`src/rtl/ptim_pkg.sv`:
```
package ptim_pkg;

  localparam int ADDR_W = 3;

  typedef enum logic [ADDR_W-1:0] {
    ADR_CTRL = 3'd0,
    ADR_EVT  = 3'd1,
    ADR_CNT  = 3'd2,
    ADR_PSC  = 3'd3,
    ADR_ARR  = 3'd4
  } regAddr_t;

  localparam int CTL_RUN     = 0;
  localparam int CTL_DOWN    = 1;
  localparam int CTL_PRELOAD = 2;
  localparam int CTL_W       = 3;

  typedef struct packed {
    logic run;
    logic dirDown;
    logic cntWr;
    logic arrWrNow;
    logic swUpd;
  } tmrStrb_t;

endpackage

```
`src/rtl/ptim_ctrl.sv`:
```
module ptim_ctrl
  import ptim_pkg::*;
#(
  parameter int PSC_W  = 16,
  parameter int CNT_W  = 16,
  parameter int DATA_W = 16
) (
  input  logic                  clk,
  input  logic                  rstN,
  input  logic                  wrEn,
  input  logic [ADDR_W-1:0]     addr,
  input  logic [DATA_W-1:0]     wrData,
  output tmrStrb_t              strb,
  output logic [CTL_W-1:0]      ctrlBits,
  output logic [PSC_W-1:0]      pscBuf,
  output logic [CNT_W-1:0]      arrBuf
);

  logic runQ, downQ, preloadQ;

  always_ff @(posedge clk or negedge rstN) begin
    if (!rstN) begin
      runQ     <= 1'b0;
      downQ    <= 1'b0;
      preloadQ <= 1'b0;
      pscBuf   <= '0;
      arrBuf   <= '0;
    end else if (wrEn) begin
      case (addr)
        ADR_CTRL: begin
          runQ     <= wrData[CTL_RUN];
          downQ    <= wrData[CTL_DOWN];
          preloadQ <= wrData[CTL_PRELOAD];
        end
        ADR_PSC: pscBuf <= wrData[PSC_W-1:0];
        ADR_ARR: arrBuf <= wrData[CNT_W-1:0];
        default: ;
      endcase
    end
  end

  always_comb begin
    strb.run      = runQ;
    strb.dirDown  = downQ;
    strb.cntWr    = wrEn && (addr == ADR_CNT);
    strb.arrWrNow = wrEn && (addr == ADR_ARR) && !preloadQ;
    strb.swUpd    = wrEn && (addr == ADR_EVT) && wrData[0];
  end

  assign ctrlBits = {preloadQ, downQ, runQ};

endmodule

```
`src/rtl/ptim_datapath.sv`:
```
module ptim_datapath
  import ptim_pkg::*;
#(
  parameter int PSC_W  = 16,
  parameter int CNT_W  = 16,
  parameter int DATA_W = 16
) (
  input  logic               clk,
  input  logic               rstN,
  input  tmrStrb_t           strb,
  input  logic [DATA_W-1:0]  wrData,
  input  logic [PSC_W-1:0]   pscBuf,
  input  logic [CNT_W-1:0]   arrBuf,
  output logic [CNT_W-1:0]   cntVal,
  output logic [CNT_W-1:0]   arrAct,
  output logic [PSC_W-1:0]   pscAct,
  output logic [PSC_W-1:0]   preCnt,
  output logic               updPulse
);

  logic tick, wrapUp, wrapDn, hwUpd, updEvt;

  always_comb begin
    tick   = strb.run && !strb.swUpd && (preCnt == pscAct);
    wrapUp = tick && !strb.dirDown && (cntVal >= arrAct);
    wrapDn = tick && strb.dirDown && (cntVal == '0);
    hwUpd  = (wrapUp || wrapDn) && !strb.cntWr;
    updEvt = hwUpd || strb.swUpd;
  end

  always_ff @(posedge clk or negedge rstN) begin
    if (!rstN) begin
      preCnt <= '0;
    end else if (strb.swUpd) begin
      preCnt <= '0;
    end else if (strb.run) begin
      preCnt <= tick ? '0 : preCnt + PSC_W'(1);
    end
  end

  always_ff @(posedge clk or negedge rstN) begin
    if (!rstN) begin
      cntVal <= '0;
    end else if (strb.cntWr) begin
      cntVal <= wrData[CNT_W-1:0];
    end else if (tick) begin
      if (strb.dirDown) cntVal <= wrapDn ? arrBuf : cntVal - CNT_W'(1);
      else              cntVal <= wrapUp ? '0 : cntVal + CNT_W'(1);
    end
  end

  always_ff @(posedge clk or negedge rstN) begin
    if (!rstN) begin
      arrAct   <= '0;
      pscAct   <= '0;
      updPulse <= 1'b0;
    end else begin
      if (strb.arrWrNow)  arrAct <= wrData[CNT_W-1:0];
      else if (updEvt)    arrAct <= arrBuf;
      if (updEvt)         pscAct <= pscBuf;
      updPulse <= updEvt;
    end
  end

endmodule

```
`src/rtl/ptim_top.sv`:
```
module ptim_top
  import ptim_pkg::*;
#(
  parameter int PSC_W  = 16,
  parameter int CNT_W  = 16,
  parameter int DATA_W = 16
) (
  input  logic              clk,
  input  logic              rstN,
  input  logic              wrEn,
  input  logic [2:0]        addr,
  input  logic [DATA_W-1:0] wrData,
  output logic [DATA_W-1:0] rdData,
  output logic              updPulse
);

  tmrStrb_t         strb;
  logic [CTL_W-1:0] ctrlBits;
  logic [PSC_W-1:0] pscBuf, pscAct, preCnt;
  logic [CNT_W-1:0] arrBuf, arrAct, cntVal;

  ptim_ctrl #(.PSC_W(PSC_W), .CNT_W(CNT_W), .DATA_W(DATA_W)) u_ctrl (
    .clk(clk), .rstN(rstN), .wrEn(wrEn), .addr(addr), .wrData(wrData),
    .strb(strb), .ctrlBits(ctrlBits), .pscBuf(pscBuf), .arrBuf(arrBuf)
  );

  ptim_datapath #(.PSC_W(PSC_W), .CNT_W(CNT_W), .DATA_W(DATA_W)) u_dp (
    .clk(clk), .rstN(rstN), .strb(strb), .wrData(wrData),
    .pscBuf(pscBuf), .arrBuf(arrBuf), .cntVal(cntVal), .arrAct(arrAct),
    .pscAct(pscAct), .preCnt(preCnt), .updPulse(updPulse)
  );

  always_comb begin
    case (addr)
      ADR_CTRL: rdData = DATA_W'(ctrlBits);
      ADR_CNT:  rdData = DATA_W'(cntVal);
      ADR_PSC:  rdData = DATA_W'(pscBuf);
      ADR_ARR:  rdData = DATA_W'(arrBuf);
      default:  rdData = '0;
    endcase
  end

endmodule

```
`config.mk`:
```
export PLATFORM = sky130hd
export DESIGN_NAME = ptim_top
export DESIGN_NICKNAME = d
export VERILOG_FILES = /design/src/rtl/ptim_pkg.sv /design/src/rtl/ptim_ctrl.sv /design/src/rtl/ptim_datapath.sv /design/src/rtl/ptim_top.sv
export SDC_FILE = /design/constraint.sdc
export NUM_CORES = 1
export LEC_CHECK = 0
export ABC_AREA = 1
export BUFFER_PORTS_ARGS = -buffer_cell sky130_fd_sc_hd__buf_4
export CAP_MARGIN = 20
export CORE_MARGIN = 2
export CORE_UTILIZATION = 50
export DETAILED_ROUTE_END_ITERATION = 10
export HOLD_SLACK_MARGIN = 0.02
export MAX_ROUTING_LAYER = met4
export PLACE_DENSITY_LB_ADDON = 0.3
export SYNTH_ARGS = -nofsm -noshare
export SYNTH_HDL_FRONTEND = slang
export SYNTH_SLANG_ARGS = --single-unit
```
`constraint.sdc`:
```
create_clock -name clk -period 2.3 [get_ports clk]
set_input_delay 0.46 -clock clk [delete_from_list [all_inputs] [get_ports clk]]
set_output_delay 0.46 -clock clk [all_outputs]
set_load 0.005 [all_outputs]
```
==> Yosys cells after proc, flatten, opt, wreduce, memory -nomap -nowiden <==
Cells that the tools add are included.
{ "totals": {"reg_bits": 100, "in_bits": 22, "output_inout_bits": 17, "elab_cells": 56} }
{ "classes": {"n_addsub": 3, "order_cmp": 1, "n_eq_ne": 5, "n_mux": 11, "reduce_logical": 26} }
{ "ops": {"columns": ["cell", "n"], "rows": [
  ["2-to-1 mux 16 bit", 10],
  ["one-hot mux 16 bit (4 select lines)", 1],
  ["adder 16 x 1 -> 16 bit (second input constant)", 2],
  ["equality test 16 bit", 1],
  ["greater-or-equal comparator 16 bit", 1],
  ["logical NOT 16 bit", 1],
  ["subtractor 16 x 1 -> 16 bit (second input constant)", 1],
  ["logical AND 1 bit", 12],
  ["equality test 3 x 2 -> 1 bit (second input constant)", 2],
  ["AND reduction 2 bit", 3],
  ["nonzero test 2 bit", 3],
  ["logical NOT 1 bit", 4],
  ["equality test 3 x 1 -> 1 bit (second input constant)", 1],
  ["equality test 3 bit (second input constant)", 1],
  ["logical NOT 3 bit", 1],
  ["logical OR 1 bit", 2]
]} }

==> Longest topological paths before layout <==
Gate-level depths: netlist of the first run.
{ "depth": {"depth_word": 13, "ltp_mapped": 18, "depth_no_buf": 17} }

==> Modules after synthesis <==
Synthesis of the first run repeated with hierarchy kept, for this count alone.
{ "hier_totals": {"cells_unflattened": 1047, "area_unflattened_um2": 7205.7} }
{ "modules_own_cells": {"columns": ["module", "instances", "cells_per_inst", "area_per_inst_um2", "seq_area_each_um2"], "rows": [
  ["ptim_datapath", 1, 784, 5091.1, 1626.6],
  ["ptim_ctrl", 1, 170, 1505.2, 875.8],
  ["ptim_top", 1, 93, 609.3, 0.0]
]} }

==> Least setup slack after synthesis of the first run <==
OpenSTA, ideal clock, no wires.
{ "synth_path": {"path_type": "reg2reg", "from": "register u_dp.cntVal[0]", "to": "register u_dp.cntVal[10]", "setup_time_ns": 0.117, "arrival_ns": 1.870, "required_time_ns": 2.183, "slack_ns": 0.313, "path_stages_with_launch": 12, "n_path_buf": 1, "period_less_slack_ns": 1.987, "cell_sequence": "dfrtp_1 > inv_1 > ha_1 > nand2_1 > or3_4 > nor2_4 > nand3_1 > buf_2 > o21ai_1 > o21ai_0 > nand2_1 > nand2_1"} }
{ "synth_between": {"elab_chain_len": 6, "word_cells_on_any_way": 11, "cone_classes": "add/sub: 2; order compare: 1; mux: 5; reduce/logical: 3"} }
{ "synth_lines": {"columns": ["element", "line", "text"], "rows": [
  ["start: declaration", "ptim_datapath.sv:14", "output logic [CNT_W-1:0] cntVal,"],
  ["start signal: assignment", "ptim_datapath.sv:45", "cntVal <= wrData[CNT_W-1:0];"],
  ["start signal: assignment", "ptim_datapath.sv:47", "if (strb.dirDown) cntVal <= wrapDn ? arrBuf : cntVal - CNT_W'(1);"],
  ["start signal: assignment", "ptim_datapath.sv:48", "else cntVal <= wrapUp ? '0 : cntVal + CNT_W'(1);"],
  ["greater-or-equal comparator 16 bit or logical NOT 16 bit (tied branches)", "ptim_datapath.sv:25, ptim_datapath.sv:26", null],
  ["logical AND 1 bit (on tied branches)", "ptim_datapath.sv:25, ptim_datapath.sv:26", null],
  ["2-to-1 mux 16 bit (on tied branches)", "ptim_datapath.sv:48, ptim_datapath.sv:47", null],
  ["2-to-1 mux 16 bit *", "ptim_datapath.sv:47", null],
  ["2-to-1 mux 16 bit *", "ptim_datapath.sv:46", "end else if (tick) begin"],
  ["2-to-1 mux 16 bit *", "ptim_datapath.sv:44", "end else if (strb.cntWr) begin"]
]} }
Mark *: on every way between the ends. The rest lies on a longest branch, timed or not. The select of a mux whose other input is x is not followed.
A chain may end at the register's enable or synchronous reset.

==> Worst setup path in the final report of the first run <==
{ "layout_path": {"from": "register u_dp.cntVal[1]", "to": "register u_dp.pscAct[4]"} }
{ "layout_between": {"elab_chain_len": 5, "word_cells_on_any_way": 7, "cone_classes": "order compare: 1; reduce/logical: 6"} }
{ "layout_lines": {"columns": ["element", "line", "text"], "rows": [
  ["greater-or-equal comparator 16 bit or logical NOT 16 bit (tied branches)", "ptim_datapath.sv:25, ptim_datapath.sv:26", null],
  ["logical AND 1 bit (on tied branches)", "ptim_datapath.sv:25, ptim_datapath.sv:26", null],
  ["logical OR 1 bit *", "ptim_datapath.sv:27", "hwUpd = (wrapUp || wrapDn) && !strb.cntWr;"],
  ["logical AND 1 bit *", "ptim_datapath.sv:27", null],
  ["logical OR 1 bit *", "ptim_datapath.sv:28", "updEvt = hwUpd || strb.swUpd;"],
  ["end signal: assignment", "ptim_datapath.sv:60", "if (updEvt) pscAct <= pscBuf;"],
  ["end: declaration", "ptim_datapath.sv:16", "output logic [PSC_W-1:0] pscAct,"]
]} }
Mark *: on every way between the ends. The rest lies on a longest branch, timed or not.

==> results of run 1 <==
==> layout make-up <==
type,count,share of cell area
repair buffers,81,0.0802
inverters,149,0.0722
multi-input cells,671,0.458
clock buffers,9,0.0291
flip-flops and latches,100,0.324
clock inverters,7,0.00873
well taps,176,0.0284
==> layout by cell type, fill, tap and decap left out, drive strengths merged, types with 9 or more instances in the layout <==
master / synthesis / layout
nand4: 45 / 45
nor2: 59 / 59
inv: 146 / 150
nand3: 60 / 61
nor3: 9 / 9
a21oi: 9 / 9
o221ai: 10 / 10
ha: 19 / 19
xor2: 21 / 21
o21ai: 111 / 111
o22ai: 9 / 9
clkbuf: 20 / 9
dfrtp: 100 / 100
buf: 17 / 81
nand2: 299 / 305
==> stage by stage <==
step | worst slack [ps] | cells
detailed placement | -10.6 | 1164
floorplan | 313 | 950
global route | -12.3 | 1193
global placement | 3.29 | 1164
CTS | 1.49 | 1181
finish | 122 | 1193
==> power groups by stage <==
stage / Sequential [mW] / Clock, mW / Combinational, mW
after floorplan: 2.52 / 0 / 1.68
after global placement: 2.64 / 0 / 2.21
after detailed placement: 2.64 / 0 / 2.27
after CTS: 2.62 / 1.56 / 2.28
after global routing: 2.69 / 1.62 / 2.68
final: 2.64 / 1.53 / 2.31
==> state kept, by name (all words and copies together), names as in the netlist, 16 cells and up <==
name	flops
u_ctrl.arrBuf	16
u_ctrl.pscBuf	16
u_dp.arrAct	16
u_dp.cntVal	16
u_dp.preCnt	16
u_dp.pscAct	16
==> worst register-to-register path, delay by kind of cell, from the launching register on <==
| family | cells | cell delay [ps] |
|---|---|---|
| and+or+nand+nor | 9 | 1160 |
| DFF | 1 | 470 |
| buffers and inverters | 2 | 220 |
| adders and majority gates | 1 | 210 |
| AOI/OAI and AO/OA | 1 | 50 |
==> how the worst max path moves through the flow <==
stage          cells after the start  slack (ps)         endpoint      startpoint
4_1_cts                           11           1   u_dp.pscAct[1]  u_dp.cntVal[0]
2_1_floorplan                     11         310  u_dp.cntVal[10]  u_dp.cntVal[0]
5_1_grt                           12         -10   u_dp.arrAct[2]  u_dp.cntVal[1]
6_report                          13         120   u_dp.pscAct[4]  u_dp.cntVal[1]
3_3_place_gp                      12           3   u_dp.pscAct[0]  u_dp.cntVal[0]
3_5_place_dp                      12         -10   u_dp.pscAct[0]  u_dp.cntVal[0]
==> layer usage <==
layer,vias to the layer above,part of all wire
met5,-,0
met4,0,0.028
met3,41,0.075
met2,249,0.46
met1,3031,0.43
li1,3206,-
==> logic make-up (layout without fill, tap and decap cells) <==
| family | Yosys count | in the layout | share of synthesized area |
|---|---|---|---|
| AND/OR/NAND/NOR | 475 | 482 | 0.319 |
| buffers and inverters | 186 | 246 | 0.114 |
| AO/OA/AOI/OAI | 147 | 147 | 0.128 |
| flip-flops | 100 | 100 | 0.373 |
| XOR/XNOR | 23 | 23 | 0.0301 |
| adder cells (fa/ha/maj) | 19 | 19 | 0.0355 |
==> repair_timing <==
| action | CTS | global route |
|---|---|---|
| buffers inserted | 0 | 6 |
| hold buffers | 0 | 0 |
| hold endpoints to repair | 0 | 0 |
| cloned | 1 | 6 |
| pin swaps | 1 | 8 |
| setup endpoints to repair | 10 | 36 |
| resized for setup | 0 | 9 |
==> results_dict.tcl, run 1 <==
set metrics [dict create \
    outcome "finished clean" \
    r2r_cells 13 \
    nFillCells 1249 \
    grt_max_degree 50 \
    die-area_mm2 0.0143 \
    worst_pin_slew_ps 526 \
    drive_gt1_frac 0.162 \
    critPathCaptureType "flop" \
    grt_pass1_wl_um 31100 \
    fin_worst_skew_ps 8.06 \
    cap_violations 0 \
    drv_slew 0 \
    p_switching_mw 2.62 \
    gp_congestion 0.981 \
    pwr-share-comb 0.357 \
    grtUsageMet1 0.381 \
    avgViaCountPerCell 5.47 \
    setup_tns_ps 0 \
    postLayoutCellArea_mm2 0.00774 \
    path_max_fanout 7 \
    numCtsBuffers 9 \
    worstHoldPathType "in2async" \
    synth.avg_cell_area_um2 7.05 \
    multi_input_area_mm2 0.00354 \
    seq_area_mm2 0.00250 \
    crit_path_start_kind "flop" \
    htreeDepth 3 \
    critPathTopFamily "simple AND/OR/NAND/NOR gates" \
    clk_latency_ps 370 \
    grt_pass1_vias 6074 \
    finalNetCount 1053 \
    crit_type "reg2reg" \
    dpl-instance-area_mm2 0.00729 \
    fin_crit_ps 2180 \
    row_count 42 \
    antenna_found_initial 0 \
    crit_top_cell "nand2_4" \
    vias 6527 \
    synth_flop_cell "dfrtp_1" \
    final.period_utilization 0.947 \
    drc_errors 0 \
    critPathArrivalTime_ps 2470 \
    slew_headroom 0.647 \
    synth-async-reset-ratio 1.00 \
    drt_wl_total_um 19500 \
    globalRouteTotalUtil 0.285 \
    die_w_um 120 \
    busiest_layer "met2" \
    setup_violations 0 \
    critPathRequiredTime_ps 2590 \
    cellLeakagePower_nw 3.91 \
    cts_root_buf "clkbuf_16" \
    critical_path.slowest_cell "dfrtp_2" \
    pwr-share-seq 0.407 \
    ir_drop_uv 378 \
    core_area_mm2 0.0132 \
    r2r_start "u_dp.cntVal[1]" \
    met2_usage 0.433 \
    syn_area_mm2 0.00670 \
    internal-power_mw 3.86 \
    rrSetupSlack_ps 120 \
    hold_ws_ps 8.89 \
    hpwl_um 14400 \
    power_mw 6.48 \
    syn_nets 991 \
    area_delta_synth_final_pct 15.5 \
    synth_top_area_share 0.373 \
    clkPwrFrac 0.236 \
    postLayoutCoreUtil 0.587 \
    io_buffers 38 \
    synth-edff-count 0 \
    hold_violations 0 \
    ys_ff_latch 100 \
    crit_buf_inv 2 \
    antenna_left 0 \
    overflow 0 \
    synth.area.top_cells "dfrtp_1 (37%), nand2_1 (16%), inv_1 (7.6%), o21ai_0 (6.9%), nand3_1 (4.3%)" \
    ys_types 38 \
    ys_top_cells_by_count "nand2_1 (281), inv_1 (135), dfrtp_1 (100)" \
    initial_core_util 0.508 \
    power.density_mw_per_mm2 837 \
    diodes 0 \
    swShare 0.405 \
    first_pass_iters 5 \
    cts_tree "built" \
    clockBufferDepth 2 \
    use_met3 0.0661 \
    cp_slowest_stage_delay_ps 470 \
    path_cells "inv_1 -> ha_2 -> nand3_1 -> nor2_2 -> nand3_2 -> nor2_4 -> nand4_1 -> nand2_4 -> buf_4 -> nand2_4 -> nand2_4 -> nand2_2 -> o21ai_2" \
    rr_endpoint "u_dp.pscAct[4]" \
    synth_warnings 0 \
    yosys.area.top_type "dfrtp_1" \
    path_clk_slew_ps 80 \
    clkSinkCount 100 \
    ioPinCount 39 \
    syn_inst 950 \
    yosysSeqAreaShare 0.373 \
    wire_per_inst_um 16.3 \
    die_y_um 120 \
    clock.fmax_mhz 459 \
    drt_iter0_markers 563 \
    synth_most_common_cell "nand2_1" \
]
No activity file was read; power rests on OpenSTA's default activity.
==> run 2, diff against run 1 <==
--- a/config.mk
+++ b/config.mk
@@ -9,7 +9,7 @@
 export BUFFER_PORTS_ARGS = -buffer_cell sky130_fd_sc_hd__buf_4
 export CAP_MARGIN = 20
 export CORE_MARGIN = 2
-export CORE_UTILIZATION = 50
+export CORE_UTILIZATION = 45
 export DETAILED_ROUTE_END_ITERATION = 10
 export HOLD_SLACK_MARGIN = 0.02
 export MAX_ROUTING_LAYER = met4
==> constraint.sdc (replaced) <==
create_clock -name clk -period 1.81 [get_ports clk]
set_input_delay 0.362 -clock clk [delete_from_list [all_inputs] [get_ports clk]]
set_output_delay 0.362 -clock clk [all_outputs]
set_load 0.005 [all_outputs]
==> results_dict.tcl, run 2 (synthesis results as in run 1) <==
set metrics [dict create \
    grt_pass1_vias 6975 \
    die_w_um 126 \
    violations "negative setup slack" \
    grt_max_degree 51 \
    cap_violations 0 \
    pwr-share-seq 0.335 \
    fin_crit_ps 2170 \
    rsz0062_at_grt "yes" \
    swShare 0.403 \
    drt_iter0_markers 790 \
    initial_core_util 0.461 \
    vias 7425 \
    setup_violations 57 \
    clock.fmax_mhz 462 \
    area_delta_synth_final_pct 41.3 \
    finalNetCount 1174 \
    clkPwrFrac 0.199 \
    worst_slack_ps -356 \
    cp_slowest_stage_delay_ps 470 \
    pre_cts_ws_ps -394 \
    ir_drop_uv 590 \
    worst_pin_slew_ps 365 \
    wire_per_inst_um 17.9 \
    critical_path.slowest_cell "dfrtp_1" \
    row_count 44 \
    die-area_mm2 0.0159 \
    cts_root_buf "clkbuf_16" \
    most-common-layout-cells "nand2_1 (241), buf_4 (164), inv_1 (118)" \
    outcome "finished, violations left" \
    clk_latency_ps 370 \
    grt_pass1_wl_um 35200 \
    fin_worst_skew_ps 13.0 \
    path_max_fanout 8 \
    clkSinkCount 100 \
    critPathCaptureType "flop" \
    layout_commonest_cell "nand2_1" \
    diodes 0 \
    final.period_utilization 1.20 \
    crit_path_start_kind "flop" \
    io_buffers 38 \
    crit_type "reg2reg" \
    cellLeakagePower_nw 4.71 \
    slew_headroom 0.754 \
    stdcell_count 1322 \
    core_area_mm2 0.0145 \
    clockBufferDepth 2 \
    htreeDepth 3 \
    internal-power_mw 5.90 \
    pwr-share-comb 0.466 \
    critPathTopFamily "simple AND/OR/NAND/NOR gates" \
    drive_gt1_frac 0.348 \
    first_pass_iters 6 \
    critPathRequiredTime_ps 2060 \
    die_y_um 126 \
    drv_slew 0 \
    hold_ws_ps 198 \
    drt_wl_total_um 23600 \
    r2r_start "u_dp.cntVal[2]" \
    ioPinCount 39 \
    gp_congestion 1.01 \
    postLayoutCellArea_mm2 0.00947 \
    p_switching_mw 3.98 \
    dp_cells 1266 \
    worstHoldPathType "in2reg" \
    setup_tns_ps -14770 \
    globalRouteTotalUtil 0.290 \
    numCtsBuffers 9 \
    min-delay-start "wrData[7]" \
    cts_tree "built" \
    overflow 0 \
    power_mw 9.88 \
    crit_buf_inv 1 \
    dpl-instance-area_mm2 0.00815 \
    hpwl_um 15200 \
    drc_errors 0 \
    antenna_left 0 \
    postLayoutCoreUtil 0.652 \
    path_cells "ha_1 -> nand2_1 -> inv_1 -> nand2_1 -> nand2_2 -> nand2_2 -> nand2_2 -> nand2_2 -> nand2_4 -> nand2_4 -> nand2_4 -> nand2_8 -> nand3_4 -> nand2_1 -> nand2_1" \
    hold_violations 0 \
    critPathArrivalTime_ps 2410 \
    antenna_found_initial 0 \
    avgViaCountPerCell 5.62 \
    path_clk_slew_ps 80 \
    power.density_mw_per_mm2 1040 \
    cp-startpoint "u_dp.cntVal[2]" \
]
## run 2: changes by cell type in the layout (fill, tap and decap cells not counted), sizes merged
| cell | before | now |
|---|---|---|
| clkbuf | 9 | 11 |
| clkinvlp | 0 | 3 |
| nand2 | 305 | 303 |
| clkinv | 6 | 7 |
| nand3 | 61 | 62 |
| buf | 81 | 201 |
| inv | 150 | 145 |
| dlygate4sd3 | 0 | 1 |
## run 2: tightest hold or removal path: stages
cell and delay [ps]:
buf_4 80, nand2_1 40, o21ai_0 50
## run 2: power by group through the flow
| stage | logic (mW) | registers, mW | clock network (mW) |
|---|---|---|---|
| after detailed placement | 3.70 | 3.29 | 0 |
| final | 4.60 | 3.31 | 1.97 |
| after global placement | 3.60 | 3.27 | 0 |
| after floorplan | 2.16 | 3.20 | 0 |
| after global routing | 5.06 | 3.37 | 2.09 |
| after CTS | 3.98 | 3.27 | 1.99 |
## run 2: metal layers
metal,part of all wire,wire [um],up-vias,global-route usage
met2,0.48,11400,380,0.465
met3,0.082,1940,116,0.0501
met1,0.39,9210,3478,0.367
li1,-,-,3451,-
met4,0.043,1010,0,0.112
met5,0,0,-,-
## run 2: path summary, 6_finish.rpt
path,to,slack [ps],cells after the start
max,u_dp.arrAct[3],-360,15
max in group asynchronous,u_dp.preCnt[2],870,3
min in group asynchronous,u_ctrl.arrBuf[7],410,2
min reg2reg,u_ctrl.runQ,530,2
min,u_ctrl.arrBuf[7],200,3
max reg2reg,u_dp.arrAct[3],-360,15
## run 2: what timing repair did
action,in CTS,in global routing
gates cloned,4,3
gates resized for setup,67,117
hold endpoints to repair,14,0
hold buffers,1,0
setup buffers,16,21
pin swaps,35,64
setup endpoints to repair,60,76
## run 2: final cells by class
cell class	instances	area, um^2
timing repair buffer	203	1790
tap	184	230
multi-input combinational	670	4070
inverter	149	572
clock inverter	6	58.8
sequential	100	2510
clock buffer	10	239
fill	1204	5060
==> run 3, diff against run 2 <==
--- a/config.mk
+++ b/config.mk
@@ -8,12 +8,14 @@
 export ABC_AREA = 1
 export BUFFER_PORTS_ARGS = -buffer_cell sky130_fd_sc_hd__buf_4
 export CAP_MARGIN = 20
+export CORE_ASPECT_RATIO = 0.6
 export CORE_MARGIN = 2
 export CORE_UTILIZATION = 45
 export DETAILED_ROUTE_END_ITERATION = 10
 export HOLD_SLACK_MARGIN = 0.02
 export MAX_ROUTING_LAYER = met4
 export PLACE_DENSITY_LB_ADDON = 0.3
+export SKIP_LAST_GASP = 1
 export SYNTH_ARGS = -nofsm -noshare
 export SYNTH_HDL_FRONTEND = slang
 export SYNTH_SLANG_ARGS = --single-unit
==> constraint.sdc (replaced) <==
create_clock -name clk -period 2.5 [get_ports clk]
set_input_delay 0.5 -clock clk [delete_from_list [all_inputs] [get_ports clk]]
set_output_delay 0.5 -clock clk [all_outputs]
set_load 0.005 [all_outputs]
==> results_dict.tcl, run 3 (synthesis results as in run 1) <==
set metrics [dict create \
    worst_pin_slew_ps 755 \
    row_count 34 \
    cts_root_buf "clkbuf_16" \
    finalNetCount 1030 \
    ir_drop_uv 364 \
    setup_tns_ps 0 \
    diodes 0 \
    crit_type "reg2reg" \
    dp_cells 1176 \
    antenna_found_initial 0 \
    drt_wl_total_um 19200 \
    drt_iter0_markers 576 \
    final.period_utilization 0.951 \
    die-area_mm2 0.0159 \
    ioPinCount 39 \
    stdcell_count 1192 \
    drive_gt1_frac 0.139 \
    critPathCaptureType "flop" \
    first_pass_iters 5 \
    slew_headroom 0.495 \
    cap_violations 0 \
    setup_violations 0 \
    cts_tree "built" \
    core_area_mm2 0.0145 \
    wire_per_inst_um 16.1 \
    layout_commonest_cell "nand2_1" \
    fin_crit_ps 2380 \
    numCtsBuffers 9 \
    htreeDepth 3 \
    rrSetupSlack_ps 120 \
    crit_path_start_kind "flop" \
    drv_slew 0 \
    hold_buffers 0 \
    antenna_left 0 \
    globalRouteTotalUtil 0.256 \
    die_y_um 98.5 \
    power.density_mw_per_mm2 799 \
    gp_congestion 0.983 \
    hold_violations 0 \
    outcome "finished clean" \
    clock.fmax_mhz 421 \
    critPathArrivalTime_ps 2620 \
    hold_ws_ps 135 \
    worst_slack_ps 123 \
    hpwl_um 14400 \
    drc_errors 0 \
    path_max_fanout 18 \
    vias 6466 \
    grt_pass1_wl_um 31000 \
    die_w_um 162 \
    path_clk_slew_ps 70 \
    overflow 0 \
    io_buffers 38 \
    critPathRequiredTime_ps 2750 \
    grt_pass1_vias 5741 \
    initial_core_util 0.462 \
    fin_worst_skew_ps 6.85 \
    clkSinkCount 100 \
    avgViaCountPerCell 5.42 \
    area_delta_synth_final_pct 12.9 \
    clk_latency_ps 350 \
    clockBufferDepth 2 \
    worstHoldPathType "in2async" \
    rsz0062_at_grt "yes" \
    most-common-layout-cells "nand2_1 (281), inv_1 (135), dfrtp_1 (99)" \
    cellLeakagePower_nw 3.79 \
    grt_max_degree 101 \
    pre_cts_ws_ps 182 \
]
run 3: cell count changes in the layout (fill, tap and decap cells not counted), sizes merged, moves of 2 or more:
| cell | previous run | this run |
|---|---|---|
| clkinvlp | 3 | 1 |
| nand3 | 62 | 60 |
| clkinv | 7 | 5 |
| inv | 145 | 148 |
| buf | 201 | 65 |
| nand2 | 303 | 299 |
run 3: metal layers:
layer / vias to the layer above / global-route usage / wire (um)
li1: 3149 / - / -
met1: 2989 / 0.405 / 9920
met2: 305 / 0.331 / 7330
met3: 23 / 0.0530 / 1810
met4: 0 / 0.0453 / 182
met5: - / - / 0
run 3: cell type report:
cell class,count,area [um^2]
clock buffers,10,239
clock inverters,6,71.3
fillers,1422,6940
inverters,149,559
multi-input cells,664,3440
flip-flops and latches,100,2500
well taps,198,248
repair buffers,65,504
run 3: report_power, final:
group	leakage, nW	switching (mW)	total, mW	internal (mW)
Sequential	1.25	0.381	2.40	2.01
Clock	0.151	0.677	1.49	0.816
Combinational	2.39	1.34	2.15	0.811
run 3: repair_timing:
action / 4_1_cts / 5_1_grt
endpoints found under the setup margin: 0 / 35
resized for setup: 0 / 2
setup buffers: 0 / 0
endpoints found under the hold margin: 0 / 0
run 3: final timing paths:
check                      cells after the start       startpoint           endpoint
setup reg to reg                              11  u_dp.cntVal[11]     u_dp.arrAct[9]
max in group asynchronous                      2             rstN    u_dp.cntVal[11]
setup / recovery                              11  u_dp.cntVal[11]     u_dp.arrAct[9]
hold reg to reg                                2  u_ctrl.preloadQ    u_ctrl.preloadQ
min in group clk                               3       wrData[15]  u_ctrl.arrBuf[15]
hold / removal                                 2             rstN     u_dp.arrAct[2]
run 3: metrics by stage:
stage                     power, mW  utilization  area [um^2]
after CTS                      6.03        0.521         7560
after detailed placement       4.52        0.500         7250
after floorplan                3.86            -         6700
final                          6.04        0.522         7570
after global routing           6.47        0.522         7570
after global placement         4.48        0.499         7240
run 3: worst max-delay path, stage by stage (launching register included):
cell     delay, ps
dfrtp_2        490
ha_1           340
a21oi_1        180
a21oi_1         90
nor2_1         220
nand2_1        110
nand2_2        160
nand2_4         90
nand2_8        160
nand3_4        230
nand2_1        140
nand2_1         60
